==> config.mk <==
export PLATFORM = sky130hd
export DESIGN_NAME = bootstream_loader
export DESIGN_NICKNAME = d
export VERILOG_FILES = /design/src/rtl/bsl_pkg.sv /design/src/rtl/bsl_word_asm.sv /design/src/rtl/bsl_addr_gen.sv /design/src/rtl/bsl_seq.sv /design/src/rtl/bootstream_loader.sv
export SDC_FILE = /design/constraint.sdc
export NUM_CORES = 1
export LEC_CHECK = 0
export BUFFER_PORTS_ARGS = -buffer_cell sky130_fd_sc_hd__buf_2
export CAP_MARGIN = 40
export CELL_PAD_IN_SITES_DETAIL_PLACEMENT = 1
export CELL_PAD_IN_SITES_GLOBAL_PLACEMENT = 1
export CORE_MARGIN = 8
export CORE_UTILIZATION = 40
export DETAILED_ROUTE_END_ITERATION = 6
export PLACE_DENSITY_LB_ADDON = 0.1
export SYNTH_ARGS = -nofsm -noshare
export SYNTH_HDL_FRONTEND = slang
export SYNTH_SLANG_ARGS = --single-unit
==> constraint.sdc <==
create_clock -name clk -period 3.6 [get_ports clk]
set_input_delay 0.72 -clock clk [delete_from_list [all_inputs] [get_ports clk]]
set_output_delay 0.72 -clock clk [all_outputs]
set_load 0.005 [all_outputs]
==> src/rtl/bsl_pkg.sv <==
package bsl_pkg;

   typedef enum logic [3:0] {
      S_KEY,
      S_KEY2,
      S_HDR,
      S_EPAGE,
      S_EOFF,
      S_SSIZE,
      S_SPAGE,
      S_SOFF,
      S_CODE,
      S_DONE
   } bsl_state_t;

   localparam int HDR_PAR_WORDS = 2;

endpackage

==> src/rtl/bsl_word_asm.sv <==
module bsl_word_asm #(
   parameter int BYTE_W = 8,
   parameter int WORD_W = 16
) (
   input  logic              clk,
   input  logic              rst,
   input  logic              clr,
   input  logic              wide,
   input  logic              in_valid,
   input  logic [WORD_W-1:0] in_data,
   output logic              w_valid,
   output logic [WORD_W-1:0] w_data
);

   logic              phase_q;
   logic [BYTE_W-1:0] hi_q;

   always_ff @(posedge clk) begin
      if (rst) begin
         phase_q <= 1'b0;
         hi_q    <= '0;
      end else if (clr || wide) begin
         phase_q <= 1'b0;
      end else if (in_valid) begin
         if (!phase_q) begin
            hi_q    <= in_data[BYTE_W-1:0];
            phase_q <= 1'b1;
         end else begin
            phase_q <= 1'b0;
         end
      end
   end

   always_comb begin
      if (clr) begin
         w_valid = 1'b0;
         w_data  = in_data;
      end else if (wide) begin
         w_valid = in_valid;
         w_data  = in_data;
      end else begin
         w_valid = in_valid && phase_q;
         w_data  = {hi_q, in_data[BYTE_W-1:0]};
      end
   end

endmodule

==> src/rtl/bsl_addr_gen.sv <==
module bsl_addr_gen #(
   parameter int WORD_W = 16,
   parameter int PAGE_W = 7,
   parameter int OFF_W  = 16,
   localparam int ADDR_W = PAGE_W + OFF_W
) (
   input  logic              clk,
   input  logic              rst,
   input  logic              ld_page,
   input  logic              ld_off,
   input  logic              inc,
   input  logic [WORD_W-1:0] din,
   output logic [ADDR_W-1:0] addr
);

   logic [ADDR_W-1:0] addr_q;

   always_ff @(posedge clk) begin
      if (rst) begin
         addr_q <= '0;
      end else if (ld_page) begin
         addr_q[ADDR_W-1:OFF_W] <= din[PAGE_W-1:0];
      end else if (ld_off) begin
         addr_q[OFF_W-1:0] <= din[OFF_W-1:0];
      end else if (inc) begin
         addr_q <= addr_q + 1'b1;
      end
   end

   assign addr = addr_q;

endmodule

==> src/rtl/bsl_seq.sv <==
module bsl_seq
   import bsl_pkg::*;
#(
   parameter int              BYTE_W   = 8,
   parameter int              WORD_W   = 16,
   parameter int              PAGE_W   = 7,
   parameter int              OFF_W    = 16,
   parameter int              HDR_SER  = 4,
   parameter logic [WORD_W-1:0] KEY_WIDE = 16'h10AA,
   parameter logic [BYTE_W-1:0] KEY_B0  = 8'h08,
   parameter logic [BYTE_W-1:0] KEY_B1  = 8'hAA,
   localparam int ADDR_W  = PAGE_W + OFF_W,
   localparam int HDR_MAX = (HDR_SER > HDR_PAR_WORDS) ? HDR_SER : HDR_PAR_WORDS,
   localparam int HCNT_W  = $clog2(HDR_MAX + 1)
) (
   input  logic              clk,
   input  logic              rst,
   input  logic              layout_ser,
   input  logic              in_valid,
   input  logic [WORD_W-1:0] in_data,
   input  logic              w_valid,
   input  logic [WORD_W-1:0] w_data,
   output logic              asm_clr,
   output logic              asm_wide,
   output logic              ag_ld_page,
   output logic              ag_ld_off,
   output logic              wr_req,
   output logic [WORD_W-1:0] ws_val,
   output logic              ws_load,
   output logic [WORD_W-1:0] bank_val,
   output logic              bank_load,
   output logic              done,
   output logic              err,
   output logic [ADDR_W-1:0] entry_addr
);

   bsl_state_t        state_q;
   logic              wide_q;
   logic              ser_q;
   logic [HCNT_W-1:0] hcnt_q;
   logic [HCNT_W-1:0] hdr_last;
   logic [WORD_W-1:0] remain_q;
   logic [PAGE_W-1:0] epage_q;
   logic [OFF_W-1:0]  eoff_q;

   assign hdr_last = ser_q ? HCNT_W'(HDR_SER - 1) : HCNT_W'(HDR_PAR_WORDS - 1);

   always_ff @(posedge clk) begin
      if (rst) begin
         state_q   <= S_KEY;
         wide_q    <= 1'b0;
         ser_q     <= 1'b0;
         hcnt_q    <= '0;
         remain_q  <= '0;
         epage_q   <= '0;
         eoff_q    <= '0;
         ws_val    <= '0;
         bank_val  <= '0;
         ws_load   <= 1'b0;
         bank_load <= 1'b0;
         done      <= 1'b0;
         err       <= 1'b0;
      end else begin
         ws_load   <= 1'b0;
         bank_load <= 1'b0;
         err       <= 1'b0;
         unique case (state_q)
            S_KEY: begin
               if (in_valid) begin
                  if (in_data == KEY_WIDE) begin
                     wide_q  <= 1'b1;
                     ser_q   <= layout_ser;
                     hcnt_q  <= '0;
                     state_q <= S_HDR;
                  end else if (in_data[BYTE_W-1:0] == KEY_B0) begin
                     state_q <= S_KEY2;
                  end else begin
                     err <= 1'b1;
                  end
               end
            end
            S_KEY2: begin
               if (in_valid) begin
                  if (in_data[BYTE_W-1:0] == KEY_B1) begin
                     wide_q  <= 1'b0;
                     ser_q   <= layout_ser;
                     hcnt_q  <= '0;
                     state_q <= S_HDR;
                  end else begin
                     err     <= 1'b1;
                     state_q <= S_KEY;
                  end
               end
            end
            S_HDR: begin
               if (w_valid) begin
                  if (!ser_q) begin
                     if (hcnt_q == '0) begin
                        ws_val  <= w_data;
                        ws_load <= 1'b1;
                     end else begin
                        bank_val  <= w_data;
                        bank_load <= 1'b1;
                     end
                  end
                  hcnt_q <= hcnt_q + 1'b1;
                  if (hcnt_q == hdr_last) state_q <= S_EPAGE;
               end
            end
            S_EPAGE: begin
               if (w_valid) begin
                  epage_q <= w_data[PAGE_W-1:0];
                  state_q <= S_EOFF;
               end
            end
            S_EOFF: begin
               if (w_valid) begin
                  eoff_q  <= w_data[OFF_W-1:0];
                  state_q <= S_SSIZE;
               end
            end
            S_SSIZE: begin
               if (w_valid) begin
                  if (w_data == '0) begin
                     done    <= 1'b1;
                     state_q <= S_DONE;
                  end else begin
                     remain_q <= w_data;
                     state_q  <= S_SPAGE;
                  end
               end
            end
            S_SPAGE: if (w_valid) state_q <= S_SOFF;
            S_SOFF:  if (w_valid) state_q <= S_CODE;
            S_CODE: begin
               if (w_valid) begin
                  remain_q <= remain_q - 1'b1;
                  if (remain_q == WORD_W'(1)) state_q <= S_SSIZE;
               end
            end
            S_DONE: state_q <= S_DONE;
            default: state_q <= S_KEY;
         endcase
      end
   end

   assign asm_clr    = (state_q == S_KEY) || (state_q == S_KEY2) || (state_q == S_DONE);
   assign asm_wide   = wide_q;
   assign ag_ld_page = (state_q == S_SPAGE) && w_valid;
   assign ag_ld_off  = (state_q == S_SOFF) && w_valid;
   assign wr_req     = (state_q == S_CODE) && w_valid;
   assign entry_addr = {epage_q, eoff_q};

endmodule

==> src/rtl/bootstream_loader.sv <==
module bootstream_loader #(
   parameter int          BYTE_W   = 8,
   parameter int          WORD_W   = 16,
   parameter int          PAGE_W   = 7,
   parameter int          OFF_W    = 16,
   parameter int          HDR_SER  = 4,
   parameter bit          WR_REG   = 1'b1,
   parameter logic [15:0] KEY_WIDE = 16'h10AA,
   parameter logic [7:0]  KEY_B0   = 8'h08,
   parameter logic [7:0]  KEY_B1   = 8'hAA,
   localparam int ADDR_W = PAGE_W + OFF_W
) (
   input  logic              clk,
   input  logic              rst,
   input  logic              layout_ser,
   input  logic              in_valid,
   input  logic [WORD_W-1:0] in_data,
   output logic              wr_en,
   output logic [ADDR_W-1:0] wr_addr,
   output logic [WORD_W-1:0] wr_data,
   output logic [WORD_W-1:0] ws_val,
   output logic              ws_load,
   output logic [WORD_W-1:0] bank_val,
   output logic              bank_load,
   output logic              done,
   output logic              err,
   output logic [ADDR_W-1:0] entry_addr
);

   if (WORD_W != 2 * BYTE_W) begin : g_bad_word
      $error("WORD_W must be twice BYTE_W");
   end
   if (PAGE_W > WORD_W || OFF_W > WORD_W) begin : g_bad_addr
      $error("address fields must fit in one word");
   end
   if (HDR_SER < 1) begin : g_bad_hdr
      $error("HDR_SER must be at least one");
   end

   logic              w_valid;
   logic [WORD_W-1:0] w_data;
   logic              asm_clr;
   logic              asm_wide;
   logic              ag_ld_page;
   logic              ag_ld_off;
   logic              wr_req;
   logic [ADDR_W-1:0] cur_addr;

   bsl_word_asm #(.BYTE_W(BYTE_W), .WORD_W(WORD_W)) u_asm (
      .clk      (clk),
      .rst      (rst),
      .clr      (asm_clr),
      .wide     (asm_wide),
      .in_valid (in_valid),
      .in_data  (in_data),
      .w_valid  (w_valid),
      .w_data   (w_data)
   );

   bsl_seq #(
      .BYTE_W   (BYTE_W),
      .WORD_W   (WORD_W),
      .PAGE_W   (PAGE_W),
      .OFF_W    (OFF_W),
      .HDR_SER  (HDR_SER),
      .KEY_WIDE (KEY_WIDE[WORD_W-1:0]),
      .KEY_B0   (KEY_B0[BYTE_W-1:0]),
      .KEY_B1   (KEY_B1[BYTE_W-1:0])
   ) u_seq (
      .clk        (clk),
      .rst        (rst),
      .layout_ser (layout_ser),
      .in_valid   (in_valid),
      .in_data    (in_data),
      .w_valid    (w_valid),
      .w_data     (w_data),
      .asm_clr    (asm_clr),
      .asm_wide   (asm_wide),
      .ag_ld_page (ag_ld_page),
      .ag_ld_off  (ag_ld_off),
      .wr_req     (wr_req),
      .ws_val     (ws_val),
      .ws_load    (ws_load),
      .bank_val   (bank_val),
      .bank_load  (bank_load),
      .done       (done),
      .err        (err),
      .entry_addr (entry_addr)
   );

   bsl_addr_gen #(.WORD_W(WORD_W), .PAGE_W(PAGE_W), .OFF_W(OFF_W)) u_addr (
      .clk     (clk),
      .rst     (rst),
      .ld_page (ag_ld_page),
      .ld_off  (ag_ld_off),
      .inc     (wr_req),
      .din     (w_data),
      .addr    (cur_addr)
   );

   if (WR_REG) begin : g_wr_reg
      always_ff @(posedge clk) begin
         if (rst) begin
            wr_en   <= 1'b0;
            wr_addr <= '0;
            wr_data <= '0;
         end else begin
            wr_en   <= wr_req;
            wr_addr <= cur_addr;
            wr_data <= w_data;
         end
      end
   end else begin : g_wr_comb
      assign wr_en   = wr_req;
      assign wr_addr = cur_addr;
      assign wr_data = w_data;
   end

endmodule

==> flow_summary_export.csv <==
group,metric,value,unit
cts,htreeDepth,4,
final_layout,regArea,3123,um^2
flow_run,maxCapViolCount,0,
synth,synth_seq_area_share,0.4668,
placement,io_buffers,118,
detailed_routing,wl_per_cell,20.39,um
placement,placed_area,7471,um^2
grt,grt_pass1_wl,37010,um
worst_setup_path,cp-startpoint,"u_seq.state_q[3]",
worst_setup_path,crit_chain,"nor4b_2, buf_4, nand2_1, nor3_2, nand4_1, xor2_1, a211oi_1",
power,max-vdd-ir-drop,353.5,uV
die,start_util,0.4063,
sta,min_period,2.728,ns
power,leakagePower,3.155,nW
cts,clk_pin_slew,0.07,ns
detailed_routing,detailroute.via_count,6266,
final_layout,area_growth_syn_to_layout,21.00,%
sta,holdWs,0.4536,ns
hold_path,hold_start,"u_seq.eoff_q[4]",
synth,synth_area_per_cell,8.426,um^2
synth,ys_dominant_reg_cell,"dfxtp_1",
synth,synth_cells,794,
cts,clkSinkCount,156,
die,die_h,145.3,um
detailed_routing,route.detailed.drc,0,
sta,slew_viol_final,0,
cts,clock-root-buffer,"clkbuf_16",
cts,postCtsSetupRepairBufs,0,
detailed_routing,first_iter_violations,385,
worst_setup_path,slowest_stage,"dfxtp_1",
sta,worst_pin_slew,0.8868,ns
grt,grt_max_degree,58,
die,ios,119,
synth,synth_top_cell_area_share,0.4668,
cts,cts_resized,0,
final_layout,layout.cells.non_filler,1126,
synth,synthDistinctLibCells,65,
synth,ys_warn_count,0,
worst_setup_path,r2r_start,"u_seq.state_q[3]",
grt,antenna_found_initial,2,
synth,synthTopCellsByCount,"dfxtp_1 (156), nand2_1 (106), nor2_1 (98), a21oi_1 (60), clkbuf_1 (42)",
die,coreArea,16470,um^2
sta,finalClockSkew,0.008992,ns
synth,yosysMostFrequentCell,"dfxtp_1",
final_layout,final_layout_size_suffix_gt1_frac,0.2060,
worst_setup_path,worstPathArrival,3.07,ns
sta,fmax,366.6,MHz
sta,timing.final.crit_share,0.7578,
detailed_routing,ant_nets,0,
detailed_routing,routed_wl,22960,um
placement,dp_slack,0.7283,ns
sta,setup_violations,0,
worst_setup_path,slowest_delay,0.68,ns
final_layout,fin_nets,916,
placement,post-place-cells,1092,
die,num_rows,47,
worst_setup_path,crit_required,3.94,ns
die,die_w,145.3,um
die,dieArea,21120,um^2
final_layout,nFillCells,1998,
cts,cts_buffers,17,
synth,yosys-top-cells-area,"dfxtp_1 (47%), nand2_1 (5.9%), nor2_1 (5.5%), a211oi_1 (4.6%), a21oi_1 (4.5%)",
worst_setup_path,end_kind,"flip-flop",
synth,synth.cell_area,6690,um^2
synth,ys_ff_latch,156,
final_layout,multi_input_area,3281,um^2
detailed_routing,vias_per_cell,5.565,
power,powerDensity,464.6,nW/um^2
sta,tns,0,ns
worst_setup_path,cp-start-kind,"flip-flop",
cts,cts.path.max_buffers,2,
grt,track_usage,0.2187,
synth,synth_edf_count,0,
placement,gp_congestion,0.8755,
detailed_routing,drt_first_pass_iters,4,
synth,synth_fp_nets,819,
worst_setup_path,worstPathMaxFanout,17,
final_layout,finish.instance_area,8095,um^2
hold_path,hold_class,"flip-flop to flip-flop",
sta,setup_ws,0.8721,ns
cts,cts_tree,"yes",
placement,dpl.hpwl,15960,um
sta,slew_headroom,0.4066,
cts,cts_hold_buffers,0,
cts,clock_latency,0.43,ns
sta,rsz0062_at_grt,"false",
outcome,outcome,"finished clean",
synth,async_reset_ff_frac,0,
sta,hold_violations,0,
synth,yosysTopAreaCell,"dfxtp_1",
grt,grt_overflow,0,
worst_setup_path,crit_type,"flip-flop to flip-flop",
grt,grt_pass1_vias,6734,
[layer usage]
metal  GRT usage  wire [um]
met1      0.2515       9715
met2      0.3881      11750
met3     0.05815       1150
met4     0.06767        346
met5           0          0
[critical path: cells and delay by family, from the launching register on]
kind            cells  cell delay, ns
xor+xnor            1            0.17
buf+inv             1            0.23
simple gates        4            1.33
flops               1            0.68
compound gates      1            0.23
[placed cells by master, fill, tap and decap left out, types with 11 or more instances in the layout]
cell       Yosys  final
a211oi_1      41     41
nand2_1      106    106
a21oi_1       60     60
nor3_1        23     22
buf_4          0     22
clkbuf_16      0     17
inv_1         11     11
dfxtp_1      156    156
nor2_1        98     98
nor2b_1       32     32
nand3_1       21     21
buf_2         17    117
mux2i_1       25     25
o21ai_0       28     28
[state kept, by name (all words and copies together), names as in the netlist]
signal	flops
wr_en	1
u_seq.done	1
u_seq.ser_q	1
wr_addr	23
u_seq.ws_val	16
u_seq.remain_q	16
u_seq.epage_q	7
wr_data	16
u_seq.bank_val	16
u_seq.state_q	4
u_asm.phase_q	1
u_seq.asm_wide	1
u_seq.hcnt_q	3
u_asm.hi_q	8
u_seq.bank_load	1
u_seq.eoff_q	16
u_seq.ws_load	1
u_addr.addr	23
u_seq.err	1
[logic make-up (layout without fill, tap and decap cells)]
kind of cell | count (synthesis) | after routing | share of synthesized area
other cells | 0 | 3 | 0
flops | 156 | 156 | 0.4668
mux | 25 | 25 | 0.03740
compound gates | 187 | 187 | 0.1805
simple gates | 337 | 337 | 0.2467
buf+inv | 72 | 181 | 0.04358
fa+ha+maj | 5 | 5 | 0.009351
xor+xnor | 12 | 12 | 0.01571
[power by group]
| group | internal (mW) | total (mW) | switching, mW | leakage, nW |
|---|---|---|---|---|
| logic | 0.0360 | 0.133 | 0.0967 | 1.59 |
| clock network | 1.14 | 1.89 | 0.752 | 0.301 |
| registers | 1.74 | 1.74 | 0.00255 | 1.26 |
| total | 2.91 | 3.76 | 0.851 | 3.15 |
[area by class of cell]
type                       instances  area share
clock buffer                      20     0.05641
clock inverter                    11     0.01978
tap                              220     0.03400
timing repair buffer             139     0.09274
multi-input combinational        566      0.4053
sequential                       156      0.3858
antenna                            3   0.0009274
inverter                          11    0.005100
[final timing paths]
check	to	slack (ns)	cells after the start
max	u_addr.addr[20]	0.87	7
min	u_seq.eoff_q[4]	0.45	2
max reg2reg	u_addr.addr[20]	0.87	7
min reg2reg	u_seq.eoff_q[4]	0.45	2
[metrics by stage]
| stage | total power [mW] | util |
|---|---|---|
| floorplan | 1.838 | - |
| global placement | 1.909 | 0.4537 |
| detailed placement | 1.911 | 0.4537 |
| CTS | 3.801 | 0.4912 |
| global route | 3.878 | 0.4915 |
| finish | 3.761 | 0.4916 |
Note: power is estimated with default switching activity, not from simulation.
